### config.mk
export PLATFORM = sky130hd
export DESIGN_NAME = db_ctrl
export DESIGN_NICKNAME = d
export VERILOG_FILES = /design/src/rtl/db_pkg.sv /design/src/rtl/db_decode.sv /design/src/rtl/db_bank.sv /design/src/rtl/db_pick.sv /design/src/rtl/db_ctrl.sv
export SDC_FILE = /design/constraint.sdc
export NUM_CORES = 1
export LEC_CHECK = 0
export CAP_MARGIN = 20
export CORE_UTILIZATION = 53
export DETAILED_ROUTE_END_ITERATION = 12
export PLACE_DENSITY = 0.83
export SKIP_CTS_REPAIR_TIMING = 1
export SKIP_LAST_GASP = 1
export SLEW_MARGIN = 20
export SYNTH_ARGS = -nofsm -noshare
export SYNTH_HDL_FRONTEND = slang
export SYNTH_HIERARCHICAL = 1
export SYNTH_SLANG_ARGS = --single-unit
export TNS_END_PERCENT = 30
### constraint.sdc
create_clock -name clk -period 4.4 [get_ports clk]
set_clock_uncertainty 0.1 [all_clocks]
set_input_delay 0.88 -clock clk [delete_from_list [all_inputs] [get_ports clk]]
set_output_delay 0.88 -clock clk [all_outputs]
set_load 0.03 [all_outputs]
### src/rtl/db_pkg.sv
package db_pkg;

   localparam int ID_W = 32;

   // register byte offsets
   localparam int OFS_RING  = 'h0C;
   localparam int OFS_FETCH = 'h10;
   localparam int OFS_UNMSK = 'h14;
   localparam int OFS_MASK  = 'h18;
   localparam int OFS_ACK   = 'h1C;

   localparam logic [ID_W-1:0] NONE_PENDING = '1;

   typedef struct packed {
      logic [15:0] client;
      logic [15:0] sig;
   } db_id_t;

endpackage

### src/rtl/db_decode.sv
module db_decode
   import db_pkg::*;
#(
   parameter int NC = 4,
   parameter int NS = 12,
   localparam int N = NC * NS
) (
   input  db_id_t         id_i,
   output logic [N-1:0]   onehot_o
);

   // an out-of-range identifier matches no lane, so it yields an all-zero vector
   for (genvar c = 0; c < NC; c++) begin : g_cli
      for (genvar s = 0; s < NS; s++) begin : g_sig
         assign onehot_o[c*NS + s] = (id_i.client == 16'(c)) && (id_i.sig == 16'(s));
      end
   end

endmodule

### src/rtl/db_bank.sv
module db_bank #(
   parameter int N = 48
) (
   input  logic         clk,
   input  logic         rst_n,
   input  logic [N-1:0] ring_i,
   input  logic [N-1:0] ack_i,
   input  logic [N-1:0] unmsk_i,
   input  logic [N-1:0] mask_i,
   output logic [N-1:0] pend_o,
   output logic [N-1:0] en_o
);

   for (genvar i = 0; i < N; i++) begin : g_lane
      // ring has priority over acknowledge
      always_ff @(posedge clk or negedge rst_n) begin
         if (!rst_n)         pend_o[i] <= 1'b0;
         else if (ring_i[i]) pend_o[i] <= 1'b1;
         else if (ack_i[i])  pend_o[i] <= 1'b0;
      end

      always_ff @(posedge clk or negedge rst_n) begin
         if (!rst_n)          en_o[i] <= 1'b0;
         else if (mask_i[i])  en_o[i] <= 1'b0;
         else if (unmsk_i[i]) en_o[i] <= 1'b1;
      end
   end

endmodule

### src/rtl/db_pick.sv
module db_pick
   import db_pkg::*;
#(
   parameter int NC = 4,
   parameter int NS = 12,
   localparam int N = NC * NS
) (
   input  logic [N-1:0] active_i,
   output logic         found_o,
   output db_id_t       id_o
);

   // scan from the top so the lowest active lane is the last one assigned
   always_comb begin
      found_o = 1'b0;
      id_o    = '0;
      for (int c = NC - 1; c >= 0; c--) begin
         for (int s = NS - 1; s >= 0; s--) begin
            if (active_i[c*NS + s]) begin
               found_o     = 1'b1;
               id_o.client = 16'(c);
               id_o.sig    = 16'(s);
            end
         end
      end
   end

endmodule

### src/rtl/db_ctrl.sv
module db_ctrl
   import db_pkg::*;
#(
   parameter int NC      = 4,
   parameter int NS      = 12,
   parameter int AW      = 8,
   parameter bit REG_IRQ = 1'b0
) (
   input  logic          clk,
   input  logic          rst_n,
   input  logic          bus_wr,
   input  logic [AW-1:0] bus_addr,
   input  logic [31:0]   bus_wdata,
   output logic [31:0]   bus_rdata,
   input  logic          ring_vld,
   input  logic [31:0]   ring_id,
   output logic          irq
);

   localparam int N = NC * NS;

   if (NC < 1 || NC > 65535) begin : g_bad_nc
      $error("db_ctrl: NC out of range");
   end
   if (NS < 1 || NS > 65535) begin : g_bad_ns
      $error("db_ctrl: NS out of range");
   end
   if (N > 4096) begin : g_bad_n
      $error("db_ctrl: too many doorbells");
   end
   if (AW < 5) begin : g_bad_aw
      $error("db_ctrl: address too narrow");
   end

   db_id_t       wr_id, rg_id, pick_id;
   logic [N-1:0] wr_oh, rg_oh;
   logic [N-1:0] ring_vec, ack_vec, unmsk_vec, mask_vec;
   logic [N-1:0] pend_q, en_q, active;
   logic         is_ring, is_ack, is_unmsk, is_mask, found, any_act;

   assign wr_id = bus_wdata;
   assign rg_id = ring_id;

   db_decode #(.NC(NC), .NS(NS)) u_dec_bus  (.id_i(wr_id), .onehot_o(wr_oh));
   db_decode #(.NC(NC), .NS(NS)) u_dec_ring (.id_i(rg_id), .onehot_o(rg_oh));

   assign is_ring  = bus_wr && (bus_addr == AW'(OFS_RING));
   assign is_ack   = bus_wr && (bus_addr == AW'(OFS_ACK));
   assign is_unmsk = bus_wr && (bus_addr == AW'(OFS_UNMSK));
   assign is_mask  = bus_wr && (bus_addr == AW'(OFS_MASK));

   assign ring_vec  = ({N{is_ring}} & wr_oh) | ({N{ring_vld}} & rg_oh);
   assign ack_vec   = {N{is_ack}}   & wr_oh;
   assign unmsk_vec = {N{is_unmsk}} & wr_oh;
   assign mask_vec  = {N{is_mask}}  & wr_oh;

   db_bank #(.N(N)) u_bank (
      .clk     (clk),
      .rst_n   (rst_n),
      .ring_i  (ring_vec),
      .ack_i   (ack_vec),
      .unmsk_i (unmsk_vec),
      .mask_i  (mask_vec),
      .pend_o  (pend_q),
      .en_o    (en_q)
   );

   assign active  = pend_q & en_q;
   assign any_act = |active;

   db_pick #(.NC(NC), .NS(NS)) u_pick (
      .active_i (active),
      .found_o  (found),
      .id_o     (pick_id)
   );

   if (REG_IRQ) begin : g_irq_reg
      always_ff @(posedge clk or negedge rst_n) begin
         if (!rst_n) irq <= 1'b0;
         else        irq <= any_act;
      end
   end else begin : g_irq_comb
      assign irq = any_act;
   end

   always_comb begin
      if (bus_addr == AW'(OFS_FETCH)) bus_rdata = found ? pick_id : NONE_PENDING;
      else                            bus_rdata = '0;
   end

endmodule

==> flow_metrics.env <==
export IMPL_outcome="finished, final reports clean"
export IMPL_mappedNetlistArea_sq_um=7890
export IMPL_maximum_clock_frequency_ghz=0.244
export IMPL_holdCritPathClass="reg -> reg"
export IMPL_clock_buffer_count_from_cts=9
export IMPL_r2r_slack_ns=3.60
export IMPL_hold_path_endpoint="u_bank/pend_o[18]"
export IMPL_global_router_s_overall_resource_usage=0.284
export IMPL_floorplan_core_area_sq_um=14500
export IMPL_tritoncts_num_sinks=96
export IMPL_reg2reg_from="u_bank/pend_o[16]"
export IMPL_numPlacedInstances=1232
export IMPL_dpl_hpwl_mm=14.6
export IMPL_grt_antenna_before_repair=0
export IMPL_synth_seq_cells=96
export IMPL_post_synth_num_cell_types=58
export IMPL_timing_max_transition_violations_final=0
export IMPL_area_growth_synth_to_final_pct=16.4
export IMPL_number_of_maximum_capacitance_constraint_violations=0
export IMPL_fp_row_count=44
export IMPL_timing_final_hold_violations=0
export IMPL_setup_total_negative_slack_ns=0
export IMPL_tightest_slew_ns=0.874
export IMPL_clock_tree_htree_level_count=3
export IMPL_synth_edf_count=0
export IMPL_place_gp_congestion=0.892
export IMPL_post_dp_cell_area_sq_um=8860
export IMPL_post_route_util=0.632
export IMPL_pin_count_of_the_biggest_net_entering_global_routing=49
export IMPL_synthesis_area_per_instance_sq_um=8.07
export IMPL_hold_worst_slack_ns=0.371
export IMPL_crit_path_max_fanout=5
export IMPL_clk_root_buffer_cell="clkbuf_16"
export IMPL_power_density_nw_per_um2=208
export IMPL_fillers=1313
export IMPL_grt_overflow=0
export IMPL_post_layout_nonfiller_instances=1248
export IMPL_port_buffers=108
export IMPL_critPathRequiredTime_ns=3.42
export IMPL_fin_total_pwr_mw=1.91
export IMPL_worst_hold_path_startpoint="u_bank/pend_o[18]"
export IMPL_synth_seq_area_share=0.304
export IMPL_final_count_of_negative_setup_slack_endpoints=0
export IMPL_routed_wirelength_mm=21.3
export IMPL_ys_warn_count=6
export IMPL_post_dr_vias_cell=5.82
export IMPL_insertion_delay_ns=0.34
export IMPL_timing_startpoint_of_the_critical_path="u_bank/pend_o[42]"
export IMPL_clk_path_buf_depth=2
export IMPL_critical_path_arrival_ns=3.11
export IMPL_worstReg2RegEnd="u_bank/pend_o[16]"
export IMPL_layout_worst_path_cycle_share=0.930
export IMPL_worst_setup_path_type="reg -> out"
export IMPL_layout_commonest_cell="nor2_1"
export IMPL_worstHoldPathCells=1
export IMPL_synthArstFlopShare=1.00
export IMPL_r2r_cells=1
export IMPL_die_x_um=124
export IMPL_design_die_area_sq_um=15400
export IMPL_timing_max_slew_rel_slack=0.416
export IMPL_cp_startpoint_kind="register"
export IMPL_grt_first_pass_wirelength_mm=33.4
export IMPL_total_leakage_power_nw=4.45
export IMPL_initial_core_util=0.543
export IMPL_endpoint_kind="output port"
export IMPL_mostFrequentLayoutCells="nor2_1 (205), and2_1 (191), dfrtp_1 (96)"
export IMPL_drt_wirelength_per_cell_um=17.1
export IMPL_timing_final_crit_period_ns=4.09
export IMPL_dieHeight_um=124
export IMPL_io_pin_count=109
export IMPL_grt_setup_unrepaired="no"
export IMPL_tritoncts="done"
export IMPL_number_of_drc_markers_after_the_initial_detailed_route_iteration=642
export IMPL_post_route_cells_drive_above_1_share=0.120
export IMPL_final_critical_path_setup_slack_ns=0.310
export IMPL_num_antenna_cells=0
export IMPL_grt_pass1_vias=6691
export IMPL_router_iterations_before_antenna_repair=5
export IMPL_ir_drop_uv=177
export IMPL_synth_flop_cell="dfrtp_1"
export IMPL_pre_cts_ws_ns=0.680
export IMPL_postLayoutCellArea_sq_um=9180
export IMPL_post_syn_instances=978
export IMPL_route_antenna_remaining_nets=0
export IMPL_fin_nets=1135
export IMPL_drc_errors=0
export IMPL_clk_transition_reported_paths_ns=0.07
export IMPL_vias=7259
==> per-layer routing <==
layer | vias up | part of all wire | routed length [um] | track usage
met5 | - | 0 | 0 | 0
met4 | 0 | 0.036 | 765 | 0.126
met3 | 62 | 0.087 | 1850 | 0.0371
met2 | 353 | 0.46 | 9720 | 0.468
met1 | 3424 | 0.42 | 8990 | 0.373
li1 | 3420 | - | - | -
==> worst max-delay path, stage by stage, from the launching register on <==
cell and delay, ns:
dfrtp_1 0.39, and2_1 0.22, or4_1 0.51, or4_1 0.51
or4_1 0.52, clkdlybuf4s50_1 0.62
==> sequential cells by signal (all words and copies together) (netlist names) <==
signal,count
u_bank/en_o,48
u_bank/pend_o,48
==> final cells by class <==
cell class	instances	area [sq um]	area share
multi-input combinational	741	4780	0.521
sequential	96	2400	0.262
timing repair buffer	124	1120	0.122
inverter	87	327	0.0356
clock buffer	10	239	0.0260
tap	184	230	0.0251
clock inverter	6	82.6	0.00899
==> cells by family after synthesis <==
kind of cell,after synthesis,share of synthesized area
simple gates,553,0.443
other cells,1,0.000475
flops,96,0.304
compound gates,162,0.149
buf+inv,166,0.103
==> cell usage after synthesis, types with 3 or more instances <==
master / number / area (sq um)
nand4_4: 10 / 213
nand4_2: 10 / 125
a31oi_1: 3 / 18.8
nor4_1: 17 / 106
o31ai_1: 5 / 37.5
or4_1: 13 / 97.6
nor4b_1: 6 / 52.6
and4bb_2: 8 / 100
nor2_2: 8 / 50.1
o21ai_0: 4 / 20.0
nor4b_2: 6 / 90.1
buf_2: 10 / 50.1
a21o_1: 48 / 360
dfrtp_1: 96 / 2400
inv_1: 86 / 323
nor4bb_1: 4 / 40.0
a22o_1: 48 / 420
nor3_1: 9 / 45.0
nor4_4: 12 / 255
and4b_1: 4 / 40.0
clkbuf_1: 29 / 109
nand3_1: 4 / 20.0
nand4_1: 18 / 113
and2_1: 191 / 1190
nand2_1: 6 / 22.5
buf_4: 32 / 240
nor2_1: 207 / 777
nor2b_1: 4 / 25.0
a21oi_1: 39 / 195
==> worst max path at each step <==
stage | to | slack (ns) | cells after the start
after floorplan | bus_rdata[0] | 1.01 | 5
after global placement | irq | 0.70 | 5
after detailed placement | bus_rdata[20] | 0.68 | 7
after CTS | irq | 0.30 | 5
after global routing | irq | 0.25 | 5
final | irq | 0.31 | 5
==> report_power, final <==
group          switching (mW)  internal (mW)  leakage [nW]
registers       0.00000000406          0.882          1.34
logic                  0.0863         0.0824          2.95
clock network           0.352          0.511         0.158
total                   0.438           1.48          4.45
Power figures use the tool's default switching activity.
